**config.mk**
```make
export PLATFORM = sky130hd
export DESIGN_NAME = irq_reg_bank
export DESIGN_NICKNAME = d
export VERILOG_FILES = /design/src/rtl/irq_bank_pkg.sv /design/src/rtl/irq_bank_ctrl.sv /design/src/rtl/irq_bank_dp.sv /design/src/rtl/irq_reg_bank.sv
export SDC_FILE = /design/constraint.sdc
export NUM_CORES = 1
export LEC_CHECK = 0
export BUFFER_PORTS_ARGS = -buffer_cell sky130_fd_sc_hd__clkbuf_2
export CORE_ASPECT_RATIO = 0.9
export CORE_MARGIN = 2
export CORE_UTILIZATION = 30
export DETAILED_ROUTE_END_ITERATION = 6
export GPL_TIMING_DRIVEN = 0
export PLACE_DENSITY = 0.55
export SLEW_MARGIN = 40
export SYNTH_ARGS = -nofsm -noshare
export SYNTH_HDL_FRONTEND = slang
export SYNTH_SLANG_ARGS = --single-unit
```
**constraint.sdc**
```tcl
create_clock -name clk -period 1.1 [get_ports clk]
set_input_delay 0.055 -clock clk [delete_from_list [all_inputs] [get_ports clk]]
set_output_delay 0.055 -clock clk [all_outputs]
set_load 0.05 [all_outputs]
```
**src/rtl/irq_bank_pkg.sv**
```systemverilog
`timescale 1ns/1ps
package irq_bank_pkg;

  // word index of each register (byte offset / 4)
  localparam int IDX_STATUS  = 0;
  localparam int IDX_MASK    = 1;
  localparam int IDX_UNMASK  = 2;
  localparam int IDX_SETMASK = 3;
  localparam int IDX_TRIGGER = 4;

  typedef enum logic [1:0] {
    RD_ZERO   = 2'd0,
    RD_STATUS = 2'd1,
    RD_MASK   = 2'd2
  } rdSel_e;

  // strobes from control to datapath, one per write-side action
  typedef struct packed {
    logic clrStatus;
    logic unmask;
    logic setMask;
    logic trigger;
  } strobes_t;

endpackage

```
**src/rtl/irq_bank_ctrl.sv**
```systemverilog
`timescale 1ns/1ps
module irq_bank_ctrl
  import irq_bank_pkg::*;
#(
  parameter int ADDR_W = 5
) (
  input  logic [ADDR_W-1:0] regAddr,
  input  logic              regWrEn,
  output strobes_t          strobes,
  output rdSel_e            rdSel
);

  localparam int IDX_W = ADDR_W - 2;

  logic [IDX_W-1:0] wordIdx;
  logic             aligned;
  logic             hitStatus, hitMask, hitUnmask, hitSetMask, hitTrigger;

  assign wordIdx = regAddr[ADDR_W-1:2];
  assign aligned = (regAddr[1:0] == 2'b00);

  assign hitStatus  = aligned && (wordIdx == IDX_W'(IDX_STATUS));
  assign hitMask    = aligned && (wordIdx == IDX_W'(IDX_MASK));
  assign hitUnmask  = aligned && (wordIdx == IDX_W'(IDX_UNMASK));
  assign hitSetMask = aligned && (wordIdx == IDX_W'(IDX_SETMASK));
  assign hitTrigger = aligned && (wordIdx == IDX_W'(IDX_TRIGGER));

  // the mask address carries no write strobe: it is read-only
  always_comb begin
    strobes.clrStatus = regWrEn && hitStatus;
    strobes.unmask    = regWrEn && hitUnmask;
    strobes.setMask   = regWrEn && hitSetMask;
    strobes.trigger   = regWrEn && hitTrigger;
  end

  always_comb begin
    if (hitStatus)    rdSel = RD_STATUS;
    else if (hitMask) rdSel = RD_MASK;
    else              rdSel = RD_ZERO;   // write-only and unmapped
  end

endmodule

```
**src/rtl/irq_bank_dp.sv**
```systemverilog
`timescale 1ns/1ps
module irq_bank_dp
  import irq_bank_pkg::*;
#(
  parameter int                 NUM_SRC    = 32,
  parameter int                 DATA_W     = 32,
  parameter logic [NUM_SRC-1:0] MASK_RESET = '1
) (
  input  logic               clk,
  input  logic               rstN,
  input  strobes_t           strobes,
  input  rdSel_e             rdSel,
  input  logic [DATA_W-1:0]  regWrData,
  input  logic [NUM_SRC-1:0] srcIn,
  output logic [DATA_W-1:0]  regRdData,
  output logic [NUM_SRC-1:0] statusQ,
  output logic [NUM_SRC-1:0] maskQ,
  output logic               irqOut
);

  logic [NUM_SRC-1:0] wrBits;
  logic [NUM_SRC-1:0] srcPrev;
  logic [NUM_SRC-1:0] edgeVec, trigVec, clrVec, setVec;
  logic [NUM_SRC-1:0] unmaskVec, maskSetVec;
  logic [NUM_SRC-1:0] statusNext, maskNext;
  logic               irqQ;

  assign wrBits     = regWrData[NUM_SRC-1:0];
  assign edgeVec    = srcIn & ~srcPrev;
  assign trigVec    = strobes.trigger   ? wrBits : '0;
  assign clrVec     = strobes.clrStatus ? wrBits : '0;
  assign unmaskVec  = strobes.unmask    ? wrBits : '0;
  assign maskSetVec = strobes.setMask   ? wrBits : '0;
  assign setVec     = edgeVec | trigVec;

  // per-bit status cell: a set beats a clear in the same cycle
  for (genvar g = 0; g < NUM_SRC; g++) begin : gStatus
    assign statusNext[g] = setVec[g] ? 1'b1
                         : (clrVec[g] ? 1'b0 : statusQ[g]);
    assign maskNext[g]   = maskSetVec[g] ? 1'b1
                         : (unmaskVec[g] ? 1'b0 : maskQ[g]);
  end

  always_ff @(posedge clk or negedge rstN) begin
    if (!rstN) begin
      srcPrev <= '0;
      statusQ <= '0;
      maskQ   <= MASK_RESET;
      irqQ    <= 1'b0;
    end else begin
      srcPrev <= srcIn;
      statusQ <= statusNext;
      maskQ   <= maskNext;
      irqQ    <= |(statusQ & ~maskQ);
    end
  end

  assign irqOut = irqQ;

  always_comb begin
    case (rdSel)
      RD_STATUS: regRdData = DATA_W'(statusQ);
      RD_MASK:   regRdData = DATA_W'(maskQ);
      default:   regRdData = '0;
    endcase
  end

endmodule

```
**src/rtl/irq_reg_bank.sv**
```systemverilog
`timescale 1ns/1ps
module irq_reg_bank
  import irq_bank_pkg::*;
#(
  parameter int                 NUM_SRC    = 32,
  parameter int                 DATA_W     = 32,
  parameter int                 ADDR_W     = 5,
  parameter logic [NUM_SRC-1:0] MASK_RESET = 32'hFFFF_FF00
) (
  input  logic               clk,
  input  logic               rstN,
  input  logic [ADDR_W-1:0]  regAddr,
  input  logic               regWrEn,
  input  logic [DATA_W-1:0]  regWrData,
  output logic [DATA_W-1:0]  regRdData,
  input  logic [NUM_SRC-1:0] srcIn,
  output logic               irqOut
);

  strobes_t           strobes;
  rdSel_e             rdSel;
  logic [NUM_SRC-1:0] statusVal;
  logic [NUM_SRC-1:0] maskVal;

  irq_bank_ctrl #(
    .ADDR_W(ADDR_W)
  ) u_ctrl (
    .regAddr(regAddr),
    .regWrEn(regWrEn),
    .strobes(strobes),
    .rdSel  (rdSel)
  );

  irq_bank_dp #(
    .NUM_SRC   (NUM_SRC),
    .DATA_W    (DATA_W),
    .MASK_RESET(MASK_RESET)
  ) u_dp (
    .clk      (clk),
    .rstN     (rstN),
    .strobes  (strobes),
    .rdSel    (rdSel),
    .regWrData(regWrData),
    .srcIn    (srcIn),
    .regRdData(regRdData),
    .statusQ  (statusVal),
    .maskQ    (maskVal),
    .irqOut   (irqOut)
  );

endmodule

```
# Word-level counts from Yosys, hierarchy flattened
# Index checks and enable logic that the tools add are counted.
# totals
ff_bits	97
in_bits	72
output_inout_bits	33
elab_cells	288
# classes
n_eq_ne	6
muxes	135
bitwise	5
n_reduce_logical	76
# ops
operator	n
1-bit two-way mux	128
32-bit two-way mux	4
2-bit nonzero test	64
32-bit bitwise AND	2
32-bit inverter	2
32-bit case mux with 2 select lines	1
32-bit bitwise OR	1
32-bit OR reduction	1
1-bit logical AND	9
3-bit by 2-bit equality test with 1-bit output, second input constant	2
2-bit two-way mux	2
3-bit by 1-bit equality test with 1-bit output, second input constant	1
3-bit equality test, second input constant	1
3-bit logical NOT	1
2-bit by 1-bit equality test with 1-bit output, second input constant	1
2-bit equality test, second input constant	1
2-bit logical NOT	1

# Depth between registers and ports, before layout
# Gate-level depths: netlist (run 1).
# depth
ltp_word	6
depth_mapped	5

# Hierarchy
# From an unflattened synthesis (run 1), not the netlist that was laid out.
# unflattened
cells_unflattened	410
hier_area_um2	4336.7
# modules_own_cells
mod	n_inst	cells_each	area_each_um2	seq_area_each_um2
irq_bank_dp	1	399	4262.8	2457.4
irq_bank_ctrl	1	11	73.8	0.0

# Worst setup path after synthesis (run 1)
# OpenSTA, ideal clock, no wires.
# synth_timing
path_kind	input to output
start	input port regAddr[4]
end	output port regRdData[0]
arrival_time_ns	1.427
required_time_ns	1.045
path_slack_ns	-0.382
stages	4
path_buffers	1
path_cell_list	or3_1 > nor3_1 > buf_2 > a22o_1
# synth_between
elab_chain_cells	6
word_cells_on_any_way	9
classes_between	eq/ne: 3; mux: 3; reduce/logical: 3
# synth_lines
item	line_no	source
from (decl)	irq_reg_bank.sv:12	input logic [ADDR_W-1:0] regAddr,
3-bit by 1-bit equality test with 1-bit output	irq_bank_ctrl.sv:23	assign hitMask = aligned && (wordIdx == IDX_W'(IDX_MASK));
1-bit logical AND	irq_bank_ctrl.sv:23	
2-bit two-way mux	irq_bank_ctrl.sv:38	else if (hitMask) rdSel = RD_MASK;
2-bit two-way mux *	irq_bank_ctrl.sv:37	if (hitStatus) rdSel = RD_STATUS;
2-bit equality test / 2-bit by 1-bit equality test with 1-bit output (equally long branches)	irq_bank_dp.sv:61	case (rdSel)
32-bit case mux with 2 select lines *	irq_bank_dp.sv:61	
to (decl)	irq_reg_bank.sv:15	output logic [DATA_W-1:0] regRdData,
# Every way passes the cells marked *; elsewhere a longest branch is shown, timed or not.

# Worst setup path after layout (run 1)
# layout_timing
start	input port regAddr[1]
end	output port regRdData[23]
# layout_between
elab_chain_cells	6
word_cells_on_any_way	8
classes_between	eq/ne: 2; mux: 3; reduce/logical: 3
# layout_lines
item	line_no	source
2-bit logical NOT *	irq_bank_ctrl.sv:20	assign aligned = (regAddr[1:0] == 2'b00);
1-bit logical AND	irq_bank_ctrl.sv:23	
2-bit two-way mux	irq_bank_ctrl.sv:38	
2-bit two-way mux *	irq_bank_ctrl.sv:37	
2-bit equality test / 2-bit by 1-bit equality test with 1-bit output (equally long branches)	irq_bank_dp.sv:61	
32-bit case mux with 2 select lines *	irq_bank_dp.sv:61	
# Marked as above.

==> results of run 1 <==
timing repair:
item                                    in CTS  in global routing
resized for setup                          122                 43
cloned                                       2                  6
hold buffers                                61                  0
endpoints found under the hold margin      129                  0
setup buffers                                7                  9
endpoints found under the setup margin      95                 96
pin swaps                                   12                 11
sequential cells by signal, indices dropped and copies added (netlist names):
| register | flops |
|---|---|
| u_dp.maskQ | 32 |
| u_dp.srcPrev | 32 |
| u_dp.statusQ | 32 |
| u_dp.irqOut | 1 |
kinds of logic after synthesis:
group,Yosys count,share of synthesized area (%)
AOI/OAI and AO/OA,112,23.4
and+or+nand+nor,112,13.2
DFF,97,58.6
buffers and inverters,50,4.75
power by group:
part,internal (uW),total [uW],switching (uW)
logic,729,1300,569
registers,4020,4350,333
clock network,1600,2950,1350
metal layers:
layer,vias up,GRT usage [%],share of wire (%)
met1,1908,25.2,46
met2,125,30.6,47
met3,15,4.49,5.3
met5,-,0,0
met4,0,5.72,1.5
li1,1768,-,-
layout by cell type, fill, tap and decap left out, drive strengths merged:
cell,Yosys,routed
clkbuf,9,106
dfrtp,73,73
nand2,65,65
a22o,64,64
dlygate4sd3,0,61
buf,9,56
inv,32,32
nor2b,32,32
a221o,32,32
dfstp,24,24
o22ai,16,16
nor4,4,4
nor3,3,3
nor2,3,3
or3,1,1
nand4,1,1
or4b,1,1
nor3b,1,1
nand3b,1,1
clkinv,0,1
critical path, cell delays in order:
cell                        delay, ps
sky130_fd_sc_hd__clkbuf_16        120
sky130_fd_sc_hd__or3_4            380
sky130_fd_sc_hd__nor3_4           160
sky130_fd_sc_hd__buf_12           180
sky130_fd_sc_hd__buf_8            140
sky130_fd_sc_hd__a22o_4           150
sky130_fd_sc_hd__clkbuf_16        150
through the flow:
| stage | hold WS (ps) | worst slack, ps | total power, uW | TNS, ps |
|---|---|---|---|---|
| after global placement | 175 | -1350 | 5260 | -176740 |
| final | 20.9 | -306 | 8600 | -20440 |
| after CTS | 5.29 | -328 | 8570 | -17400 |
| after floorplan | -241 | -313 | 4860 | -14590 |
| after detailed placement | 39.9 | -850 | 5310 | -63630 |
| after global routing | 19.5 | -328 | 8950 | -22650 |
synth_stat cells (all sizes together):
cell	number
inv	32
nor3	3
nor2	3
nor4	4
nor2b	32
a221o	32
dfstp	24
or3	1
or4b	1
a22o	64
nand2	65
buf	9
clkbuf	9
nand3b	1
nand4	1
dfrtp	73
o22ai	16
nor3b	1
worst min path at each step:
stage | start | end | cells after the start
final | regWrData[12] | u_dp.maskQ[12]$_DFFE_PN1P_ | 2
after global routing | regWrData[22] | u_dp.maskQ[22]$_DFFE_PN1P_ | 2
after CTS | regWrData[22] | u_dp.maskQ[22]$_DFFE_PN1P_ | 2
after detailed placement | rstN | u_dp.statusQ[13]$_DFFE_PN0P_ | 1
after global placement | srcIn[7] | u_dp.srcPrev[7]$_DFF_PN0_ | 1
after floorplan | rstN | u_dp.irqOut$_DFF_PN0_ | 0
final cells by class:
type                    instances  area [um2]
inverters                      32         120
repair buffers                190        1990
plain buffers                  18         233
clock buffers                  15         258
flip-flops and latches         97        2460
clock inverters                 1        5.00
multi-input cells             224        1940
fillers                      1148        6300
well taps                     168         210
==> results.env, run 1 <==
STATUS='finished, violations left'
VIOLATIONS='setup timing'
FIRST_PASS_GRT_WIRE_LENGTH_UM=21300
BUFFER_PORTS.INSERTED=104
GRT_ANTENNA_BEFORE_REPAIR=0
PATH_CLASS='in2out'
DP.FINAL_HPWL_UM=9110
CTS_INSERTED_BUFFERS=9
WL_PER_CELL_UM=19.1
FIN_NETS=644
DRT_PASS1_ITERATIONS=4
RR_ENDPOINT='u_dp.irqOut$_DFF_PN0_'
DETAIL_ROUTE.WIRELENGTH_UM=14300
SYNTH_TOP_AREA_SHARE_PCT=43.6
CTS.CLK_SLEW.WORST_PATHS_PS=60
SYNTHESIS.INSTANCES=371
LAYOUT-DRIVE-GT1-SHARE_PCT=40.2
COREAREA_UM2=13500
TIMING.MAX_SLEW.REL_SLACK_PCT=71.5
GRT_START_MAX_NET_PINS=50
SYNTH.YOSYS.SEQ_AREA_SHARE_PCT=58.6
LAYOUT.CELL_AREA.NON_FILLER_UM2=7210
DETAILEDROUTE.FIRSTITERATIONVIOLATIONS=214
POWER_DENSITY_nW_PER_UM2=1190
SETUP.WORST_PATH.END='regRdData[23]'
SYN_AREA_PER_CELL_UM2=11.3
HOLD_PATH.CLASS='in2reg'
FIN_CELLS=745
ROUTE.DETAILED.DRC=0
TOTAL_NETS_AFTER_SYNTHESIS=443
REG2REG_DEPTH=3
DIE_WIDTH_UM=129
CLK_LATENCY_PS=340
MAX_SLEW.WORST_PIN.SLEW_PS=428
TIMING.FMAX_GHz=0.711
FINAL_HOLD_VIOS=0
STARTPOINT_TYPE='input pin'
R2R_SETUP_SLACK_PS=-170
GLOBAL_ROUTE.OVERFLOW_TOTAL=0
MAX_CAP_VIOL_COUNT=0
CTS_TREE='built'
DPL.CELL_COUNT=644
PLACED_CELL_AREA_UM2=5310
CTS.SINK_COUNT=97
WORSTSETUPENDPOINTTYPE='output pin'
FINALWEIGHTEDCONGESTION=0.859
CTS-HTREE-LEVELS=3
CRITPATHMAXFANOUT=8
FP.DIEAREA_UM2=14900
WORSTPATHREQUIRED_PS=1040
IO_PINS=105
CRITPATHARRIVALTIME_PS=1350
CTS.PATH.MAX_BUFFERS=2
SYN2LAYOUT_AREA_GROWTH_PCT=72.1
LAYOUT_WORST_PATH_CYCLE_SHARE_PCT=128
N_ANTENNA_CELL=0
STARTPOINT='regAddr[1]'
PEAKVDDDROP_mV=0.749
DETAILROUTE.VIA_COUNT=3816
GRT_SETUP_UNREPAIRED='yes'
VIAS_IN_THE_FIRST_GLOBAL_ROUTE=3888
ROWS=40
NETLIST_AREA_UM2=4190
SYNTHDISTINCTLIBCELLS=19
WORST_SLACK_PS=-306
YS_FF_LATCH=97
STATIC_LEAKAGE_uW=0.00329
FIN_UTIL_PCT=53.4
SETUP_VIOL=96
DIE_Y_UM=116
PERIOD_MINUS_SLACK_PS=1410
CLOCK-SKEW-FINAL_PS=7.53
SYNTH_LARGEST_AREA_CELL='sky130_fd_sc_hd__dfrtp_1'
CLOCKROOTBUFFER='sky130_fd_sc_hd__clkbuf_16'
FINALMAXSLEWVIOLATIONS=0
SYNTH.AREA.TOP_CELLS='sky130_fd_sc_hd__dfrtp_1 44%, sky130_fd_sc_hd__dfstp_2 15%, sky130_fd_sc_hd__a22o_1 13%'
DRT.ANTENNA.VIOLATING_NETS=0
YS_WARN_COUNT=0
INITIAL_UTILIZATION_PCT=31.0
GRT_USAGE_PCT=18.8
VIAS_PER_CELL=5.12
R2R_START='u_dp.maskQ[28]$_DFFE_PN1P_'
No activity file was read; power rests on OpenSTA's default activity.
==> inputs of run 2 (changes only) <==
--- a/config.mk
+++ b/config.mk
@@ -6,12 +6,13 @@
 export NUM_CORES = 1
 export LEC_CHECK = 0
 export BUFFER_PORTS_ARGS = -buffer_cell sky130_fd_sc_hd__clkbuf_2
+export CAP_MARGIN = 20
 export CORE_ASPECT_RATIO = 0.9
 export CORE_MARGIN = 2
 export CORE_UTILIZATION = 30
 export DETAILED_ROUTE_END_ITERATION = 6
-export GPL_TIMING_DRIVEN = 0
 export PLACE_DENSITY = 0.55
+export SKIP_LAST_GASP = 1
 export SLEW_MARGIN = 40
 export SYNTH_ARGS = -nofsm -noshare
 export SYNTH_HDL_FRONTEND = slang
==> results.env, run 2 (same netlist as run 1, synthesis figures left out) <==
GLOBAL_ROUTE.OVERFLOW_TOTAL=0  # unchanged
REG2REG_DEPTH=4  # +1
STATIC_LEAKAGE_uW=0.00358  # +9.0%
CTS_INSERTED_BUFFERS=9  # unchanged
POWER_DENSITY_nW_PER_UM2=1190  # -0.26%
CRITPATHARRIVALTIME_PS=1370  # +20 ps
VIOLATIONS='setup timing'
VIAS_PER_CELL=4.84  # -5.6%
SWITCHING_POWER_uW=2290  # +1.6%
PEAKVDDDROP_mV=0.878  # +17%
INITIAL_UTILIZATION_PCT=31.0  # unchanged
WORSTSETUPENDPOINTTYPE='output pin'
WORST_SLACK_PS=-325  # -18.3 ps
GRT_START_MAX_NET_PINS=46  # -8.0%
CLOCKROOTBUFFER='sky130_fd_sc_hd__clkbuf_16'
DETAILROUTE.VIA_COUNT=3898  # +2.1%
FIN_NETS=705  # +9.5%
DETAIL_ROUTE.WIRELENGTH_UM=13900  # -2.3%
COMBINATIONALPOWERSHARE_PCT=19.7  # +4.6 points
CPLARGESTDELAYFAMILY='buffers and inverters'
WL_PER_CELL_UM=17.3  # -9.7%
TIMING.MAX_SLEW.REL_SLACK_PCT=72.5  # +1.0 points
TIMING.FMAX_GHz=0.702  # -1.3%
DR_WL_MET2_UM=6990  # +4.6%
MAX_CAP_VIOL_COUNT=0  # unchanged
CRITICAL_PATH.CELL_CHAIN='clkbuf_2, or3_4, nor3_4, buf_4, buf_6, buf_4, a22o_4, buf_12'
LAYOUT-DRIVE-GT1-SHARE_PCT=47.3  # +7.1 points
SYN2LAYOUT_AREA_GROWTH_PCT=83.9
CRITPATHBUFINV=5  # +1
HOLD_PATH.CLASS='in2reg'
STATUS='finished, violations left'
ROUTE.DETAILED.DRC=0  # unchanged
DP_WORST_SETUP_SLACK_PS=-576  # +273 ps
R2R_SETUP_SLACK_PS=-180  # about the same
FIRST_PASS_GRT_WIRE_LENGTH_UM=21500  # +1.2%
DETAILEDROUTE.FIRSTITERATIONVIOLATIONS=185  # -14%
CRIT_PATH_MAX_INCR_DELAY_PS=400  # +20 ps
WIRELENGTH_MET1_UM=6380  # -3.4%
VIAS_IN_THE_FIRST_GLOBAL_ROUTE=4147  # +6.7%
MAX_SLEW.WORST_PIN.SLEW_PS=412  # -15.6 ps
HOLDPATHSTAGES=2  # unchanged
PATH_CLASS='in2out'
FP.DIEAREA_UM2=14900  # unchanged
MET3_WIRELENGTH_UM=402  # -47%
LARGESTREGISTERS='u_dp.maskQ (32), u_dp.srcPrev (32), u_dp.statusQ (32)'
GRT_USAGE_PCT=19.0  # +0.15 points
R2R_START='u_dp.maskQ[25]$_DFFE_PN1P_'
SEQUENTIAL_FRACTION_OF_DESIGN_POWER_PCT=45.8  # -4.8 points
DP.FINAL_HPWL_UM=9170  # +0.62%
INTERNAL_POWER_uW=6880  # +8.3%
STARTPOINT_TYPE='input pin'
DIE_WIDTH_UM=129  # unchanged
TOP_LAYER_USED='met4'
N_ANTENNA_CELL=0  # unchanged
LAYOUT_WORST_PATH_CYCLE_SHARE_PCT=130  # +1.7 points
START_POINT_OF_THE_WORST_MIN_DELAY_PATH='regWrData[28]'
FINALMAXSLEWVIOLATIONS=0  # unchanged
FINALWEIGHTEDCONGESTION=0.771  # -10%
CLK_LATENCY_PS=350  # about the same
CRIT_TOP_CELL='sky130_fd_sc_hd__buf_4'
DIE_Y_UM=116  # unchanged
DRT.ANTENNA.VIOLATING_NETS=0  # unchanged
PERIOD_MINUS_SLACK_PS=1420  # +18.3 ps
DRT_PASS1_ITERATIONS=4  # unchanged
CLOCK_POWER_SHARE_PCT=34.5  # +0.2 points
CTS.PATH.MAX_BUFFERS=2  # unchanged
FINAL_HOLD_VIOS=0  # unchanged
CTS.CLK_SLEW.WORST_PATHS_PS=70  # about the same
COREAREA_UM2=13500  # unchanged
LAYOUT.CELL_AREA.NON_FILLER_UM2=7710  # +6.8%
GRT_SETUP_UNREPAIRED='yes'
ROWS=40  # unchanged
RR_ENDPOINT='u_dp.irqOut$_DFF_PN0_'
CLOCK-SKEW-FINAL_PS=9.92  # +2.39 ps
CTS-HTREE-LEVELS=3  # unchanged
MOST_FREQUENT_CELLS_IN_THE_LAYOUT='73 x sky130_fd_sc_hd__buf_4, 73 x sky130_fd_sc_hd__dfrtp_1, 70 x sky130_fd_sc_hd__clkbuf_2'
WORSTPATHREQUIRED_PS=1040  # about the same
WORST_HOLD_PATH.ENDPOINT='u_dp.maskQ[28]$_DFFE_PN1P_'
IO_PINS=105  # unchanged
GRT_ANTENNA_BEFORE_REPAIR=0  # unchanged
PLACED_CELL_AREA_UM2=6260  # +18%
CTS_TREE='built'
CRITICAL-PATH-SLOWEST-CELL='sky130_fd_sc_hd__or3_4'
BUFFER_PORTS.INSERTED=104  # unchanged
SETUP_VIOL=65  # -32%
FILL_CELLS=1098  # -4.4%
CRITPATHMAXFANOUT=5  # -3
CTS.SINK_COUNT=97  # unchanged
POWER.SHARE.SWITCHING_PCT=25.0  # -1.2 points
run 2: what timing repair did:
item,in CTS,in global routing
gates resized for setup,59,22
endpoints found under the setup margin,65,65
hold buffers,59,0
hold endpoints to repair,154,0
cloned,3,1
buffers inserted,8,4
pin swaps,13,8
run 2: worst reg2reg max path: stages, from the launching register on:
cell	delay (ps)
sky130_fd_sc_hd__dfstp_2	570
sky130_fd_sc_hd__o22ai_4	90
sky130_fd_sc_hd__nor4_4	290
sky130_fd_sc_hd__buf_4	150
sky130_fd_sc_hd__nand4_1	60
run 2: layout make-up:
cell class | count | area (um2) | area share (%)
Timing Repair Buffer | 269 | 2690 | 34.9
Sequential cell | 97 | 2460 | 31.9
Multi-Input combinational cell | 224 | 1930 | 25.1
Clock buffer | 13 | 250 | 3.25
Tap cell | 168 | 210 | 2.73
Inverter | 32 | 120 | 1.56
Clock inverter | 3 | 42.5 | 0.552
run 2: power groups by stage:
stage                     logic [uW]  registers [uW]  clock network, uW
after floorplan                  566            4290                  0
after global placement          1470            4230                  0
after detailed placement        1510            4240                  0
after CTS                       1760            4190               3260
after global routing            1930            4240               3390
final                           1800            4200               3160
run 2: stage by stage:
| step | hold WS, ps | instances | util [%] | total power [uW] | TNS (ps) |
|---|---|---|---|---|---|
| after floorplan | -241 | 371 | - | 4860 | -14590 |
| after global placement | -40.9 | 717 | 46.3 | 5700 | -35770 |
| after detailed placement | -38.7 | 717 | 46.3 | 5750 | -36870 |
| after CTS | 0.171 | 801 | 55.9 | 9200 | -14170 |
| after global routing | 11.5 | 806 | 57.0 | 9560 | -17840 |
| final | 10.8 | 806 | 57.0 | 9170 | -15180 |
run 2: metal layers:
layer	track usage, %	vias up
met5	0	-
met4	6.96	0
met3	3.94	14
met2	32.1	77
met1	24.2	1925
li1	-	1882
run 2: worst max-delay path by stage:
stage / start / to / slack, ps / cells after the start
6_report: regAddr[4] / regRdData[8] / -320 / 8
5_1_grt: regAddr[4] / regRdData[16] / -380 / 8
4_1_cts: regAddr[4] / regRdData[15] / -320 / 8
3_5_place_dp: regAddr[0] / u_dp.statusQ[8]$_DFFE_PN0P_ / -580 / 6
3_3_place_gp: regAddr[0] / u_dp.statusQ[5]$_DFFE_PN0P_ / -510 / 6
2_1_floorplan: regAddr[0] / u_dp.statusQ[0]$_DFFE_PN0P_ / -310 / 5
